**config.mk**
```make
export PLATFORM = sky130hd
export DESIGN_NAME = mmio_display_bridge
export DESIGN_NICKNAME = d
export VERILOG_FILES = /design/src/rtl/mmio_display_bridge.sv
export SDC_FILE = /design/constraint.sdc
export NUM_CORES = 1
export LEC_CHECK = 0
export BUFFER_PORTS_ARGS = -buffer_cell sky130_fd_sc_hd__clkbuf_2
export CAP_MARGIN = 30
export CORE_MARGIN = 2
export CORE_UTILIZATION = 50
export CTS_CLUSTER_SIZE = 24
export DETAILED_ROUTE_END_ITERATION = 12
export PLACE_DENSITY = 0.82
export SYNTH_ARGS = -nofsm -noshare
export SYNTH_HDL_FRONTEND = slang
export SYNTH_SLANG_ARGS = --single-unit
```
**constraint.sdc**
```tcl
create_clock -name clk -period 4.1 [get_ports clk]
set_input_delay 0.615 -clock clk [delete_from_list [all_inputs] [get_ports clk]]
set_output_delay 0.615 -clock clk [all_outputs]
set_load 0.05 [all_outputs]
```
**src/rtl/mmio_display_bridge.sv**
```systemverilog
module mmio_display_bridge #(
  parameter int AW         = 12,
  parameter int PW         = 10,
  parameter int LEG_BASE   = 'h400,
  parameter int LEG_SPAN   = 'h20,
  parameter int MODE_BASE  = 'h500,
  parameter int MODE_SPAN  = 'h18,
  parameter int EXT_BASE   = 'h600,
  parameter int EXT_SPAN   = 8,
  parameter logic [PW-1:0] PORT_BASE = 'h3C0,
  parameter logic [31:0] BE_CODE = 32'hBEBE_BEBE,
  parameter logic [31:0] LE_CODE = 32'h1E1E_1E1E
) (
  input  logic          clk,
  input  logic          rst_n,
  input  logic          req_valid,
  output logic          req_ready,
  input  logic          req_write,
  input  logic [AW-1:0] req_addr,
  input  logic [1:0]    req_size,
  input  logic [31:0]   req_wdata,
  output logic          rsp_valid,
  output logic [31:0]   rsp_rdata,
  output logic          leg_en,
  output logic          leg_we,
  output logic [PW-1:0] leg_port,
  output logic [7:0]    leg_wdata,
  input  logic [7:0]    leg_rdata,
  output logic          mode_en,
  output logic          mode_sel,
  output logic          mode_we,
  output logic [15:0]   mode_wdata,
  input  logic [15:0]   mode_rdata,
  output logic          fb_big_endian
);
  localparam logic [AW:0] LEG_LO  = (AW+1)'(LEG_BASE);
  localparam logic [AW:0] LEG_HI  = (AW+1)'(LEG_BASE + LEG_SPAN);
  localparam logic [AW:0] MODE_LO = (AW+1)'(MODE_BASE);
  localparam logic [AW:0] MODE_HI = (AW+1)'(MODE_BASE + MODE_SPAN);
  localparam logic [AW:0] EXT_LO  = (AW+1)'(EXT_BASE);
  localparam logic [AW:0] EXT_HI  = (AW+1)'(EXT_BASE + EXT_SPAN);

  typedef enum logic [1:0] {T_NONE, T_LEG, T_MODE, T_EXT} tgt_t;
  typedef enum logic [1:0] {S_IDLE, S_BUSY, S_DONE} st_t;

  st_t           state;
  tgt_t          q_tgt, d_tgt;
  logic [2:0]    step, q_last, d_last;
  logic [AW-1:0] q_off, d_off;
  logic [1:0]    q_size;
  logic          q_we, be_q;
  logic [31:0]   q_wd, rd_q;

  logic [3:0]  nbytes;
  logic [AW:0] a_lo, a_hi;
  logic        size_ok;
  assign nbytes  = 4'd1 << req_size;
  assign size_ok = (req_size != 2'd3);
  assign a_lo    = {1'b0, req_addr};
  assign a_hi    = a_lo + (AW+1)'(nbytes);

  always_comb begin
    d_tgt  = T_NONE;
    d_off  = '0;
    d_last = 3'd0;
    if (size_ok && a_lo >= LEG_LO && a_hi <= LEG_HI) begin
      d_tgt  = T_LEG;
      d_off  = req_addr - AW'(LEG_BASE);
      d_last = 3'(nbytes - 4'd1);
    end else if (size_ok && a_lo >= MODE_LO && a_hi <= MODE_HI) begin
      d_tgt  = T_MODE;
      d_off  = req_addr - AW'(MODE_BASE);
      d_last = (req_size == 2'd2) ? 3'd3 : 3'd1;
    end else if (req_size == 2'd2 && req_addr[1:0] == 2'b00 &&
                 a_lo >= EXT_LO && a_hi <= EXT_HI) begin
      d_tgt  = T_EXT;
      d_off  = req_addr - AW'(EXT_BASE);
    end
  end

  always_ff @(posedge clk or negedge rst_n) begin
    if (!rst_n) begin
      state  <= S_IDLE;
      q_tgt  <= T_NONE;
      step   <= '0;
      q_last <= '0;
      q_off  <= '0;
      q_size <= '0;
      q_we   <= 1'b0;
      q_wd   <= '0;
      rd_q   <= '0;
      be_q   <= 1'b0;
    end else begin
      case (state)
        S_IDLE: if (req_valid) begin
          state  <= S_BUSY;
          q_tgt  <= d_tgt;
          step   <= '0;
          q_last <= d_last;
          q_off  <= d_off;
          q_size <= req_size;
          q_we   <= req_write;
          q_wd   <= req_wdata;
          rd_q   <= (d_tgt == T_NONE) ? '1 : '0;
        end
        S_BUSY: begin
          case (q_tgt)
            T_LEG:  if (!q_we) rd_q[{step[1:0], 3'b000} +: 8] <= leg_rdata;
            T_MODE: if (!q_we && step[0]) rd_q[{step[1], 4'b0000} +: 16] <= mode_rdata;
            T_EXT: begin
              if (!q_we) begin
                if (q_off[2:0] == 3'd0)      rd_q <= 32'(EXT_SPAN);
                else if (q_off[2:0] == 3'd4) rd_q <= be_q ? BE_CODE : LE_CODE;
                else                         rd_q <= '1;
              end else if (q_off[2:0] == 3'd4) begin
                if (q_wd == BE_CODE)      be_q <= 1'b1;
                else if (q_wd == LE_CODE) be_q <= 1'b0;
              end
            end
            default: ;
          endcase
          if (step == q_last) state <= S_DONE;
          else                step  <= step + 3'd1;
        end
        default: state <= S_IDLE;
      endcase
    end
  end

  logic busy;
  assign busy       = (state == S_BUSY);
  assign req_ready  = (state == S_IDLE);
  assign rsp_valid  = (state == S_DONE);
  assign rsp_rdata  = (q_tgt == T_MODE && q_size == 2'd0) ? {24'h0, rd_q[7:0]} : rd_q;
  assign fb_big_endian = be_q;

  assign leg_en     = busy && (q_tgt == T_LEG);
  assign leg_we     = q_we;
  assign leg_port   = PORT_BASE + PW'(q_off) + PW'(step);
  assign leg_wdata  = q_wd[{step[1:0], 3'b000} +: 8];

  assign mode_en    = busy && (q_tgt == T_MODE);
  assign mode_sel   = step[0];
  assign mode_we    = !step[0] || q_we;
  assign mode_wdata = !step[0] ? 16'(q_off[AW-1:1]) + 16'(step[1]) :
                      (q_size == 2'd0) ? {8'h00, q_wd[7:0]} :
                      q_wd[{step[1], 4'b0000} +: 16];

  a_r2_leg_pair_ascends: assert property (@(posedge clk) disable iff (!rst_n)
    (leg_en && step[0]) |-> ($past(leg_en) && leg_port == $past(leg_port) + PW'(1)));

  a_r5_index_before_data: assert property (@(posedge clk) disable iff (!rst_n)
    (mode_en && mode_sel) |-> $past(mode_en && !mode_sel && mode_we));

  a_r8_flag_changes_on_ext_write: assert property (@(posedge clk) disable iff (!rst_n)
    !$stable(fb_big_endian) |-> $past(busy && q_tgt == T_EXT && q_we && q_off[2:0] == 3'd4));

  a_r11_ready_drops_on_accept: assert property (@(posedge clk) disable iff (!rst_n)
    (req_valid && req_ready) |=> !req_ready);

  a_r11_single_pulse: assert property (@(posedge clk) disable iff (!rst_n)
    rsp_valid |=> (!rsp_valid && req_ready));

  a_r11_one_event: assert property (@(posedge clk) disable iff (!rst_n)
    $onehot0({leg_en, mode_en, rsp_valid}));
endmodule

```
==> impl_metrics.toml <==
[synth]
synth_area_um2 = 6620
synth_top_area_share = 0.340
synth_area_per_cell_um2 = 8.62
synth_top_area_cell = "dfrtp_1"
syn_nets = 866
synth_edf_count = 0
syn_inst = 768
ys_ff_latch = 90
synth_flop_cell = "dfrtp_1"
async_flop_share = 1.00
yosysSeqAreaShare = 0.340
synth_area_leaders = "dfrtp_1 (34%), nand2_1 (7.5%), nor2_1 (5.0%)"
yosysUniqueCellTypes = 73
yosysWarnings = 0

[timing]
worst_pin_slew_ns = 0.960
setup_viol = 0
slew_headroom = 0.358
skew_ns = 0.00637
drv_slew = 0
fmax_mhz = 307
rsz0062_at_grt = "false"
fin_setup_tns_ns = 0
final.period_utilization = 0.796
setup_slack_ns = 0.838
hold_viol = 0
post-route-min-period_ns = 3.26

[pwr]
power.density_nw_per_um2 = 815
leakagePower_nw = 3.62
ir_drop_mv = 0.764
p_total_mw = 6.30

[setup_path]
critPathCapture = "q_off[0]"
crit_slowest_cell = "fa_1"
cp.arrival_ns = 3.54
crit_cells = 13
r2r-start = "q_tgt[1]"
reg2reg_depth = 5
slowest_delay_ns = 0.47
end_kind = "flop"
critPathLaunchType = "input port"
crit_buf_inv = 2
crit_chain = "clkbuf_2, nor2_1, ha_1, fa_1, a211o_2, a21oi_2, o22ai_1, o21ai_1, a31oi_1, nor2_2, o21a_2, buf_12, a22o_1"
critPathKind = "in2reg"
worstSetupStartpoint = "req_size[0]"
crit_family = "compound AO/OA/AOI/OAI gates"
worstReg2RegEnd = "rd_q[28]"
worst-r2r-setup-slack_ns = 1.45
cp.required_ns = 4.38
path_max_fanout = 40

[placed_design]
gp_congestion = 0.935
hpwl_mm = 13.5
dp_slack_ns = 0.541
portBuffers = 147

[cts]
cts.path.max_buffers = 2
worstSkewPairLatency_ns = 0.35
clk_pin_slew_ns = 0.06
cts_htree_levels = 3
numClockSinks = 90
cts_resized = 0
cts_buffers = 9
cts.hold.buffers_added = 0
clock-root-buffer = "clkbuf_16"
cts_tree = "done"
post-cts-setup-buffer-count = 0

[final_layout]
layout_commonest_cell = "clkbuf_2"
fillers = 1139
nNetsFinal = 977
layout-drive-gt1-share = 0.269
antenna_cells = 0
layout-area-overhead-vs-synth_pct = 16.8
mostFrequentLayoutCells = "clkbuf_2 (146), nand2_1 (133), dfrtp_1 (89), nor2_1 (88), nor2b_1 (37)"

[routing]
ant_nets = 0
routed_wl_mm = 18.4
firstDrtPassIters = 7
drt_iter0_drc = 642
vias_per_cell = 5.84
wl_per_cell_um = 17.4
drc = 0
vias = 6186

[floorplanning]
io_pins = 148
core.rowCount = 42
die-area_um2 = 14200
core_um2 = 13100
die_h_um = 119
die_w_um = 119
initial_core_util = 0.506

[job]
cap_violations = 0

[run_status]
status = "completed"

[grt]
grt_pass1_wl_mm = 30.3
grt_max_degree = 71
antenna_found_initial = 0
grt_pass1_vias = 5842
gr-usage-all-layers = 0.266
grt_overflow = 0

[min_path]
hp-class = "in2async"
[per-stage QoR]
step | instances | util | area [um2] | hold slack (ns)
after floorplan | 768 | - | 6620 | 0.319
after global placement | 1043 | 0.562 | 7360 | 0.485
after detailed placement | 1044 | 0.563 | 7360 | 0.496
after CTS | 1060 | 0.591 | 7730 | 0.423
after global routing | 1060 | 0.591 | 7730 | 0.459
final | 1060 | 0.591 | 7730 | 0.382
[registers in the layout, summed over array words and instances (netlist names)]
signal         count
fb_big_endian      1
leg_we             1
q_last             3
q_off             12
q_size             2
q_tgt              2
q_wd              32
rd_q              32
state              2
step               3
[how the worst min path moves through the flow]
stage	from	end	slack, ns	depth (start not counted)
floorplan	rst_n	fb_big_endian	0.32	0
global placement	q_wd[26]	q_wd[26]	0.49	2
detailed placement	q_last[1]	q_last[1]	0.50	2
CTS	rst_n	rd_q[9]	0.42	1
global route	rst_n	rd_q[9]	0.46	1
finish	rst_n	rd_q[9]	0.38	1
[cell usage after synthesis, types with 5 or more instances]
master    count
nor4_1        8
buf_6         6
xor2_1        9
a21oi_1      33
nor2b_1      37
mux2_2       25
mux2i_1      29
a211oi_2     15
dfrtp_1      90
nor3_1        7
o21ai_1       7
nand4_1      10
a22o_1        9
o22ai_1       6
nand3_1      15
xnor2_1      16
a211oi_1     10
buf_4        11
ha_1         22
a31oi_1       5
inv_1        13
a221oi_1     27
clkbuf_1     34
nor2_1       88
o21ai_0      24
nand2_1     133
[metal layers]
| metal | global-route usage | wire, um |
|---|---|---|
| met3 | 0.0450 | 1230 |
| met5 | 0 | 0 |
| met4 | 0.0781 | 487 |
| met2 | 0.426 | 8500 |
| met1 | 0.371 | 8180 |
[worst register-to-register path, cell delays in order (launching register included)]
cell	delay [ns]
dfrtp_1	0.69
nand2_1	0.15
o21ai_1	0.72
nand2b_1	0.59
a221oi_1	0.15
a211oi_2	0.26
[layout make-up]
cell class,instances,area (um2),share of cell area
Inverter,13,48.8,0.00631
Clock inverter,5,125,0.0162
Multi-Input combinational cell,606,4000,0.517
Sequential cell,90,2250,0.291
Tap cell,176,220,0.0285
Timing Repair Buffer,159,841,0.109
Clock buffer,11,243,0.0314
[logic make-up (layout without fill, tap and decap cells)]
logic type / Yosys count / after routing / synth area share
xor gates and xnor gates: 26 / 26 / 0.0355
adders and majority gates: 24 / 24 / 0.0476
DFF: 90 / 90 / 0.340
AOI/OAI and AO/OA: 174 / 174 / 0.204
and+or+nand+nor: 328 / 328 / 0.230
muxes: 54 / 54 / 0.0864
buffers and inverters: 72 / 188 / 0.0560
[power by group]
part | leakage (nW) | internal (mW) | switching [mW]
clock network | 0.180 | 0.673 | 0.343
logic | 2.34 | 1.08 | 2.54
registers | 1.10 | 1.27 | 0.392
Note: power is estimated with default switching activity, not from simulation.
